`src/rtl/crf_pkg.sv`:
```
package crf_pkg;
    localparam int FIELD_W = 4;
    // flag indices counted from the most significant end of a field
    localparam int IDX_LT = 0;
    localparam int IDX_GT = 1;
    localparam int IDX_EQ = 2;
    localparam int POS_LT = FIELD_W - 1 - IDX_LT;
    localparam int POS_GT = FIELD_W - 1 - IDX_GT;
    localparam int POS_EQ = FIELD_W - 1 - IDX_EQ;

    typedef enum logic [2:0] {
        OP_NONE   = 3'd0,
        OP_CMP_S  = 3'd1,
        OP_CMP_U  = 3'd2,
        OP_CMP_LI = 3'd3,
        OP_REC    = 3'd4
    } crf_op_e;

    typedef enum logic [2:0] {
        BR_LT = 3'd0,
        BR_GE = 3'd1,
        BR_GT = 3'd2,
        BR_LE = 3'd3,
        BR_EQ = 3'd4,
        BR_NE = 3'd5
    } crf_br_e;
endpackage

```
`src/rtl/crf_cmp.sv`:
```
module crf_cmp
    import crf_pkg::*;
#(
    parameter int DATA_W = 64,
    parameter int WORD_W = 32,
    parameter int IMM_W  = 16
) (
    input  crf_op_e               op_i,
    input  logic [DATA_W-1:0]     a_i,
    input  logic [DATA_W-1:0]     b_i,
    output logic [FIELD_W-1:0]    nib_o
);
    logic [DATA_W-1:0] a_x, b_x;
    logic              sgn, lt, gt;

    always_comb begin
        a_x = a_i;
        b_x = b_i;
        sgn = 1'b0;
        unique case (op_i)
            OP_CMP_S:  sgn = 1'b1;
            OP_CMP_U:  sgn = 1'b0;
            OP_CMP_LI: begin
                a_x = DATA_W'(a_i[WORD_W-1:0]);
                b_x = DATA_W'(b_i[IMM_W-1:0]);
            end
            OP_REC: begin
                sgn = 1'b1;
                b_x = '0;
            end
            default: sgn = 1'b0;
        endcase
    end

    always_comb begin
        lt = sgn ? ($signed(a_x) < $signed(b_x)) : (a_x < b_x);
        gt = sgn ? ($signed(a_x) > $signed(b_x)) : (a_x > b_x);
        nib_o = '0;
        if (lt)      nib_o[POS_LT] = 1'b1;
        else if (gt) nib_o[POS_GT] = 1'b1;
        else         nib_o[POS_EQ] = 1'b1;
    end
endmodule

```
`src/rtl/crf_branch.sv`:
```
module crf_branch
    import crf_pkg::*;
(
    input  logic [FIELD_W-1:0] f0_i,
    input  logic [2:0]         cond_i,
    output logic               taken_o
);
    always_comb begin
        case (cond_i)
            BR_LT:   taken_o =  f0_i[POS_LT];
            BR_GE:   taken_o = !f0_i[POS_LT];
            BR_GT:   taken_o =  f0_i[POS_GT];
            BR_LE:   taken_o = !f0_i[POS_GT];
            BR_EQ:   taken_o =  f0_i[POS_EQ];
            BR_NE:   taken_o = !f0_i[POS_EQ];
            default: taken_o = 1'b0;
        endcase
    end
endmodule

```
`src/rtl/crf_unit.sv`:
```
module crf_unit
    import crf_pkg::*;
#(
    parameter int DATA_W  = 64,
    parameter int NFIELDS = 8,
    parameter int WORD_W  = 32,
    parameter int IMM_W   = 16
) (
    input  logic                                      clk,
    input  logic                                      rst_n,
    input  logic [2:0]                                op_i,
    input  logic [(NFIELDS>1?$clog2(NFIELDS):1)-1:0]  fld_i,
    input  logic [DATA_W-1:0]                         a_i,
    input  logic [DATA_W-1:0]                         b_i,
    input  logic [2:0]                                br_cond_i,
    output logic [NFIELDS*FIELD_W-1:0]                cr_o,
    output logic                                      br_taken_o,
    output logic [DATA_W-1:0]                         mf_o
);
    localparam int IDX_W = (NFIELDS > 1) ? $clog2(NFIELDS) : 1;
    localparam int CR_W  = NFIELDS * FIELD_W;

    crf_op_e            op;
    logic               wr;
    logic [IDX_W-1:0]   tgt;
    logic [FIELD_W-1:0] nib;
    logic [FIELD_W-1:0] fld_q [NFIELDS];

    assign op = crf_op_e'(op_i);

    always_comb begin
        unique case (op)
            OP_CMP_S, OP_CMP_U, OP_CMP_LI, OP_REC: wr = 1'b1;
            default:                               wr = 1'b0;
        endcase
        tgt = (op == OP_REC) ? '0 : fld_i;
    end

    crf_cmp #(.DATA_W(DATA_W), .WORD_W(WORD_W), .IMM_W(IMM_W)) u_cmp (
        .op_i  (op),
        .a_i   (a_i),
        .b_i   (b_i),
        .nib_o (nib)
    );

    for (genvar g = 0; g < NFIELDS; g++) begin : g_field
        localparam int HI = CR_W - 1 - g * FIELD_W;

        always_ff @(posedge clk or negedge rst_n) begin
            if (!rst_n)
                fld_q[g] <= '0;
            else if (wr && tgt == IDX_W'(g))
                fld_q[g] <= nib;
        end

        assign cr_o[HI -: FIELD_W] = fld_q[g];

        AST_OTHER_FIELD_HELD: assert property (@(posedge clk) disable iff (!rst_n)
            (!wr || tgt != IDX_W'(g)) |=> $stable(fld_q[g]));
        AST_WRITE_ONE_FLAG: assert property (@(posedge clk) disable iff (!rst_n)
            (wr && tgt == IDX_W'(g)) |=> ($countones(cr_o[HI -: FIELD_W-1]) == 1
                                         && !cr_o[HI-FIELD_W+1]));
    end

    crf_branch u_br (
        .f0_i    (fld_q[0]),
        .cond_i  (br_cond_i),
        .taken_o (br_taken_o)
    );

    assign mf_o = {{(DATA_W-FIELD_W){1'b0}}, fld_q[0]};

    AST_RECORD_ZERO_EQ: assert property (@(posedge clk) disable iff (!rst_n)
        (op == OP_REC && a_i == '0) |=> (cr_o[CR_W-1 -: FIELD_W] == 4'b0010));
    AST_EQUAL_OPS_EQ: assert property (@(posedge clk) disable iff (!rst_n)
        ((op == OP_CMP_S || op == OP_CMP_U) && a_i == b_i)
            |=> (fld_q[$past(tgt)] == 4'b0010));
endmodule

```
`config.mk`:
```
export PLATFORM = sky130hd
export DESIGN_NAME = crf_unit
export DESIGN_NICKNAME = d
export VERILOG_FILES = /design/src/rtl/crf_pkg.sv /design/src/rtl/crf_cmp.sv /design/src/rtl/crf_branch.sv /design/src/rtl/crf_unit.sv
export SDC_FILE = /design/constraint.sdc
export NUM_CORES = 1
export LEC_CHECK = 0
export ABC_AREA = 1
export BUFFER_PORTS_ARGS = -buffer_cell sky130_fd_sc_hd__buf_4
export CAP_MARGIN = 5
export CORE_UTILIZATION = 48
export DETAILED_ROUTE_END_ITERATION = 10
export PLACE_DENSITY = 0.88
export SLEW_MARGIN = 25
export SYNTH_ARGS = -nofsm -noshare
export SYNTH_HDL_FRONTEND = slang
export SYNTH_SLANG_ARGS = --single-unit
```
`constraint.sdc`:
```
create_clock -name clk -period 2 [get_ports clk]
set_input_delay 0.6 -clock clk [delete_from_list [all_inputs] [get_ports clk]]
set_output_delay 0.6 -clock clk [all_outputs]
set_load 0.02 [all_outputs]
```
# Yosys cells after proc, flatten, opt, wreduce, memory -nomap -nowiden
# Index checks and enable logic that the tools add are counted.
[totals]
regBits = 24
inputBits = 139
output_inout_bits = 97
wordCells = 55
[classes]
order_cmp = 4
n_eq_ne = 16
n_mux = 12
reduce_logical = 15
[ops]
columns = ["operator", "count"]
rows = [
  ["64-bit greater-than comparator", 2],
  ["64-bit < comparator", 2],
  ["64-bit one-hot mux with 2 select lines", 1],
  ["64-bit two-way mux", 1],
  ["3-bit == test, second input constant", 7],
  ["3-bit by 2-bit == test with 1-bit output, second input constant", 6],
  ["3-bit by 1-bit == test with 1-bit output, second input constant", 3],
  ["1-bit logical AND", 8],
  ["1-bit two-way mux", 7],
  ["3-bit logical NOT", 2],
  ["1-bit one-hot mux with 6 select lines", 1],
  ["4-bit OR reduction", 1],
  ["1-bit logical NOT", 3],
  ["3-bit two-way mux", 1],
  ["2-bit two-way mux", 1],
  ["2-bit OR reduction", 1],
]

# Longest topological paths before layout
# Gate-level depths: netlist (run 1).
[logic_depth]
ltp_word = 6
mapped_depth = 24

# By module
# From an unflattened synthesis (run 1), not the netlist that was laid out.
[hier_totals]
hier_cells = 636
area_unflattened_um2 = 4291.6
[by_module_without_submodules]
columns = ["mod", "n_inst", "cells_each", "area_each_um2"]
rows = [
  ["crf_unit", 1, 248, 2118.3],
  ["crf_cmp", 1, 372, 2104.5],
  ["crf_branch", 1, 16, 68.8],
]

# Least setup slack after synthesis (run 1)
# Ideal clock, no wire load.
[synth_timing]
kind = "input-to-reg"
from = "in op_i[1]"
to = "reg fld_q, in the netlist cr_o[30]"
setup_ns = 0.118
arrival_ns = 2.720
slack_ns = -0.838
stages = 23
path_cell_list = "nor2_1 > inv_2 > nor2_4 > inv_2 > o21ai_0 > inv_1 > buf_2 > buf_2 > nand2_1 > ha_1 > a21oi_1 > o21ai_0 > nand2_1 > nand2_1 > nand2_1 > nand2_1 > a21oi_1 > nand2_1 > nand2_2 > nand2_4 > buf_12 > nand3_1 > nand2_1"
[synth_between]
elab_chain_cells = 6
elab_cells_between_ends = 21
[synth_lines]
columns = ["item", "line_no", "source"]
rows = [
  ["start: declaration", "crf_unit.sv:11", "input logic [2:0] op_i,"],
  ["3-bit == test (tied with other cells)", "crf_cmp.sv:20, crf_unit.sv:32, crf_unit.sv:36", ""],
  ["64-bit one-hot mux with 2 select lines (tied with other cells)", "crf_cmp.sv:20", "unique case (op_i)"],
  ["64-bit greater-than comparator or 1-bit two-way mux (tied branches)", "crf_cmp.sv:37, crf_cmp.sv:20", ""],
  ["1-bit two-way mux", "crf_cmp.sv:37", "gt = sgn ? ($signed(a_x) > $signed(b_x)) : (a_x > b_x);"],
  ["1-bit two-way mux", "crf_cmp.sv:40", "else if (gt) nib_o[POS_GT] = 1'b1;"],
  ["2-bit two-way mux", "crf_cmp.sv:39", "if (lt) nib_o[POS_LT] = 1'b1;"],
  ["end signal: indexed assignment", "crf_unit.sv:53", "fld_q[g] <= nib;"],
  ["end: declaration", "crf_unit.sv:27", "logic [FIELD_W-1:0] fld_q [NFIELDS];"],
]
# Several ways; a longest one is shown, not always the timed one.
# A chain may end at the register's enable or synchronous reset.

# Worst setup path after layout (run 1)
[layout_timing]
from = "in op_i[0]"
to = "reg fld_q, in the netlist cr_o[1]"
# The elaborated chain is that of the path after synthesis.

==> metrics.csv, run 1 <==
metric,value,unit
hold_path.class,in2async,
core-area,0.00769,sq mm
power_leakage,3.27,nW
rsz0062_at_grt,yes,
multi_input_area,0.00310,sq mm
synth_cell_types,34,
num_antenna_cells,0,
r2r-end,cr_o[9],
post-route-util,74.7,%
yosysWarnings,0,
io_pins,236,
wl,11000,um
detail_route.wl_per_cell,12.7,um
antenna_found_initial,0,
route.vias.total,4192,
synthTopCellsByArea,"ha_1, nand2_1, dfrtp_1, buf_4, inv_1",
die-area,0.00826,sq mm
port_buffers,166,
drt-pass1-iter-count,4,
r2r_slack,1.32,ns
synthSimpleGateAreaFrac,31.1,%
ir_drop,0.263,mV
status,"finished, violations left",
synth_mux_area_share,0.264,%
cp.required,2.20,ns
synthAdderAreaFrac,21.1,%
place_ws,-1.09,ns
drive_gt1_share,38.9,%
syn_to_final_growth,51.5,%
min_period_over_period,143,%
r2r_start,cr_o[9],
rows,32,
synth_xor_area_share,0.231,%
violations,negative setup slack,
cts.sinks,24,
syn_area_per_cell,6.54,sq um
clkLatencyLatePin,0.26,ns
power.density,457,mW/mm^2
grt_overflow,0,
layout_min_cycle_time,2.87,ns
crit_type,in2reg,
fp.dieH,90.9,um
synth_top_cell_area_share,21.1,%
start_util,49.3,%
fmax,349,MHz
cts_root_buf,clkbuf_8,
grt_pass1_wl,17700,um
rr_worst_depth,2,
via_per_inst,4.84,
grt_start_max_net_pins,33,
setup_slack,-0.867,ns
ys_seq_elements,24,
cts_made_buffers,3,
synth_area,0.00379,sq mm
maxCapViolCount,0,
die_x,90.9,um
ys_seq_area_share,15.8,%
drcViolationCount,0,
cp-end-kind,register,
cts_buffer_depth,2,
final_max_slew_viol_count,0,
grt_pass1_vias,4087,
crit_path_start_kind,input port,
grt_usage,26.0,%
finalSetupViolations,24,
fin_tns_setup,-20.42,ns
htreeDepth,1,
nets,969,
synth_compound_area_share,7.92,%
crit_arrival,3.07,ns
synth_top_family_by_area,simple AND/OR/NAND/NOR gates,
ant_nets,0,
crit_fanout,6,
drt_iter0_markers,164,
hold_viol_final,0,
seq_area,601,sq um
place_hpwl,7960,um
cts_tree,done,
fin_skew,0,ns
synth_area_leader_cell,ha_1,
place_congestion,0.827,
crit_start,op_i[0],
clkTransAtPathRegs,0.08,ns
nFillCells,549,
syn_inst,580,
largest_reg_flops,24,
## where the power goes
group	internal, mW	total [mW]	switching, mW
Sequential	0.584	0.659	0.0751
Clock	0.134	0.279	0.145
Combinational	0.749	1.68	0.935
Total	1.47	2.62	1.15
## logic make-up after synthesis
kind of cell,after synthesis
AO/OA/AOI/OAI,54
XOR/XNOR,1
adder cells (fa/ha/maj),64
buffers and inverters,156
flip-flops,24
multiplexers,1
other,1
AND/OR/NAND/NOR,279
## layer usage
metal	share of wire, %	GRT usage, %
met5	0	0
met4	2.8	10.1
met3	6.4	3.54
met2	54	48.2
met1	37	30.0
## timing repair
| item | 4_1_cts | 5_1_grt |
|---|---|---|
| pin swaps | 13 | 6 |
| endpoints found under the setup margin | 24 | 24 |
| resized for setup | 48 | 41 |
| hold buffers | 0 | 0 |
| buffers inserted | 4 | 1 |
| cloned | 6 | 1 |
## through the flow
step,hold slack (ns),instance area (sq um),power [mW],instances
finish,0.222,5740,2.62,866
global route,0.229,5740,2.82,866
CTS,0.229,5500,2.52,864
detailed placement,0.478,5070,2.08,851
global placement,0.474,5070,2.04,851
floorplan,0.304,4170,1.66,648
## placed cells by master (no fill, tap or decap), types with 10 or more instances in the layout
| cell type | count |
|---|---|
| inv_1 | 64 |
| dfrtp_1 | 24 |
| conb_1 | 69 |
| ha_4 | 16 |
| nand2_4 | 12 |
| buf_4 | 182 |
| nand2_2 | 23 |
| ha_1 | 48 |
| a21oi_1 | 23 |
| nand2_1 | 142 |
| nand3_2 | 10 |
| nand3_1 | 11 |
| nor2_1 | 62 |
## worst max-delay path by stage
stage	endpoint	slack [ns]	cells past startpoint
after detailed placement	cr_o[9]	-1.09	21
after CTS	cr_o[10]	-0.69	21
final	cr_o[1]	-0.87	21
after floorplan	cr_o[30]	-0.72	23
after global placement	cr_o[31]	-0.99	20
after global routing	cr_o[10]	-0.98	21
## synth_stat cells, drive strengths merged
master  number
nand2      176
inv         73
o21bai       1
nand3b       1
a21o         1
dfrtp       24
conb         1
o21a         3
nor2        71
mux2i        1
nand3       23
o21ai       17
a211oi       1
nor4         3
buf         77
xor2         1
a21oi       31
clkbuf       6
nor3         2
nand4        3
ha          64
## area by class of cell
type	instances	area share [%]
multi-input cells	471	54.0
repair buffers	193	27.7
flip-flops and latches	24	10.5
inverters	73	4.92
well taps	102	2.22
clock buffers	3	0.719
## critical path, stage by stage
cell,delay [ns]
buf_8,0.10
nor2_4,0.11
inv_2,0.06
nor2_4,0.10
inv_2,0.06
o21ai_4,0.07
clkinv_4,0.12
buf_12,0.15
buf_16,0.13
nand2_2,0.08
ha_4,0.21
a21oi_1,0.21
o21a_1,0.17
nand2_1,0.05
a21oi_1,0.11
nand2_1,0.11
nand2_2,0.14
nand3_4,0.18
nand2_4,0.16
nand3_2,0.08
nand2_1,0.07
Note: power is estimated with default switching activity, not from simulation.
==> run 2, diff against run 1 <==
Settings changed: CORE_UTILIZATION 48 to 50, PLACE_DENSITY 0.88 to 0.89, SYNTH_HIERARCHICAL set to 1.
==> run 2 against run 1 <==
Net effect: the run still ends with negative setup slack left; critical path depth unchanged; total power increased by 31%; sequential power increased by 39%; clock-buffer cell count increased by 5; final area increased by 11%; first-iteration DRC count increased by 62%; via count increased by 8.7%; cell count increased by 6.8%; largest cell class unchanged; highest routed layer unchanged.
==> metrics.csv, run 2 <==
metric,value,unit,change
syn_inst,636,,+9.7%
synthTopCellsByArea,"dfrtp_1, ha_1, nand2_1, buf_4, inv_1",,
hold_path.class,in2async,,
via_per_inst,4.92,,+1.7%
final_area,0.00640,sq mm,+11%
top_layer,met4,,
setup_slack,-0.795,ns,+0.0726 ns
drive_gt1_share,39.8,%,+0.88 points
syn_to_final_growth,49.2,%,
io_pins,236,,unchanged
synth_most_common_cell,nand2_1,,
drt_iter0_markers,265,,+62%
synth_cell_types,30,,-12%
synth_edf_count,0,,unchanged
start_util,52.0,%,+2.7 points
ir_drop,0.306,mV,+17%
wl_met1,4660,um,+15%
dpl.cell_count,908,,+6.7%
antenna_found_initial,0,,unchanged
syn_area_per_cell,6.75,sq um,+3.2%
synth_top_family_by_area,simple AND/OR/NAND/NOR gates,,
synth_area,0.00429,sq mm,+13%
rsz0062_at_grt,yes,,
grt_overflow,0,,unchanged
fin_skew,0,ns,unchanged
port_buffers,175,,+5.4%
ys_seq_elements,32,,+33%
fmax,358,MHz,+2.6%
htreeDepth,2,,+1
cp.required,2.22,ns,+0.02 ns
wl_met2,6900,um,+16%
drcViolationCount,0,,unchanged
place_congestion,0.852,,+3.0%
grt_pass1_vias,4566,,+12%
grt_pass1_wl,20000,um,+13%
fp.dieH,94.6,um,+4.2%
largest_reg_flops,32,,+33%
synth_mux_area_share,0,%,-0.26 points
cts_tree,done,,
cts.sinks,32,,+33%
final_max_slew_viol_count,0,,unchanged
wl_met3,873,um,+23%
drt-pass1-iter-count,4,,unchanged
layout_common_cells,"buf_4, nand2_1, inv_1",,
cts_root_buf,clkbuf_8,,
synth_common_cells,"nand2_1, inv_1, buf_4",,
crit_path_start_kind,input port,,
fin_cells,925,,+6.8%
async_reset_ff_share,100,%,unchanged
layout_min_cycle_time,2.79,ns,-0.0726 ns
power_leakage,3.55,nW,+8.8%
placed_area,0.00569,sq mm,+12%
clkTransAtPathRegs,0.06,ns,-0.02 ns
finalSetupViolations,24,,unchanged
hold_viol_final,0,,unchanged
synthSimpleGateAreaFrac,30.8,%,-0.31 points
min_period_over_period,140,%,-3.6 points
timing.hold.ws,0.239,ns,+0.0163 ns
place_ws,-1.11,ns,-0.0151 ns
nets,1022,,+5.5%
synth_compound_area_share,10.3,%,+2.4 points
detail_route.wl_per_cell,13.9,um,+9.6%
synth_top_cell_area_share,18.7,%,-2.5 points
crit_fanout,8,,+2
maxCapViolCount,0,,unchanged
core-area,0.00826,sq mm,+7.4%
synth_area_leader_cell,dfrtp_1,,
ys_seq_area_share,18.7,%,+2.8 points
rows,33,,+3.1%
cts_made_buffers,5,,+2
violations,negative setup slack,,
fin_tns_setup,-17.40,ns,+3.03 ns
nFillCells,553,,+0.73%
synth_xor_area_share,0,%,-0.23 points
ant_nets,0,,unchanged
die_x,94.6,um,+4.2%
synthAdderAreaFrac,18.7,%,-2.5 points
die-area,0.00896,sq mm,+8.5%
yosysWarnings,6,,+6
clkLatencyLatePin,0.28,ns,+0.02 ns
grt_usage,28.4,%,+2.4 points
cp-end-kind,register,,
place_hpwl,9400,um,+18%
cts_buffer_depth,2,,unchanged
crit_type,in2reg,,
status,"finished, violations left",,
wl,12900,um,+17%
power.density,535,mW/mm^2,+17%
ys.flop_type,dfrtp_1,,
crit_arrival,3.02,ns,-0.05 ns
num_antenna_cells,0,,unchanged
final_common_cell,buf_4,,
grt_start_max_net_pins,33,,unchanged
route.vias.total,4555,,+8.7%
[run 2: cells by family after synthesis]
| family | Yosys count |
|---|---|
| flops | 32 |
| simple gates | 294 |
| other cells | 2 |
| compound gates | 71 |
| fa+ha+maj | 64 |
| buf+inv | 173 |
[run 2: what timing repair did]
| action | 4_1_cts | 5_1_grt |
|---|---|---|
| cloned | 5 | 0 |
| hold buffers | 0 | 0 |
| pin swaps | 16 | 25 |
| buffers inserted | 6 | 0 |
| resized for setup | 66 | 35 |
| endpoints found under the setup margin | 24 | 24 |
[run 2: routing by layer]
layer | track usage [%] | up-vias
met3 | 4.99 | 43
li1 | - | 2233
met5 | 0 | -
met2 | 54.7 | 209
met4 | 11.7 | 0
met1 | 30.1 | 2070
[run 2: worst paths after layout]
path	cells past startpoint	from	endpoint	slack [ns]
worst max-delay path	21	op_i[0]	cr_o[14]	-0.79
worst min-delay path	1	rst_n	cr_o[12]	0.24
worst max register to register	3	cr_o[8]	cr_o[8]	1.23
worst min register to register	2	cr_o[13]	cr_o[13]	0.50
max in group asynchronous	1	rst_n	cr_o[25]	1.48
min in group clk	2	cr_o[13]	cr_o[13]	0.50
[run 2: power breakdown]
part           total (mW)  switching, mW  internal [mW]
clock               0.510          0.230          0.280
sequential          0.913          0.113          0.799
combinational        2.00           1.11          0.894
total                3.42           1.45           1.97
[run 2: metrics by stage]
| step | util [%] | power (mW) |
|---|---|---|
| floorplan | - | 2.07 |
| global placement | 68.9 | 2.59 |
| detailed placement | 68.9 | 2.66 |
| CTS | 76.2 | 3.34 |
| global route | 77.5 | 3.65 |
| finish | 77.5 | 3.42 |
[run 2: critical path, cell delays in order]
cell and delay, ns:
buf_8 0.09, inv_8 0.03, nor2_4 0.10, inv_2 0.07
o21ai_4 0.15, clkinv_4 0.12, buf_12 0.16, buf_16 0.14
nand2_1 0.09, ha_4 0.22, a21oi_2 0.14, o21a_1 0.13
nand2_1 0.07, nand2_1 0.07, nand2_1 0.08, a21oi_4 0.16
nand3_4 0.10, a21oi_2 0.16, buf_6 0.17, nand3_1 0.08
nand2_1 0.08
[run 2: cell type report]
type | count | area [sq um] | area share [%]
flip-flops and latches | 32 | 801 | 12.5
clock buffers | 8 | 90.1 | 1.41
multi-input cells | 490 | 3350 | 52.4
well taps | 105 | 131 | 2.05
repair buffers | 198 | 1650 | 25.8
inverters | 92 | 373 | 5.82
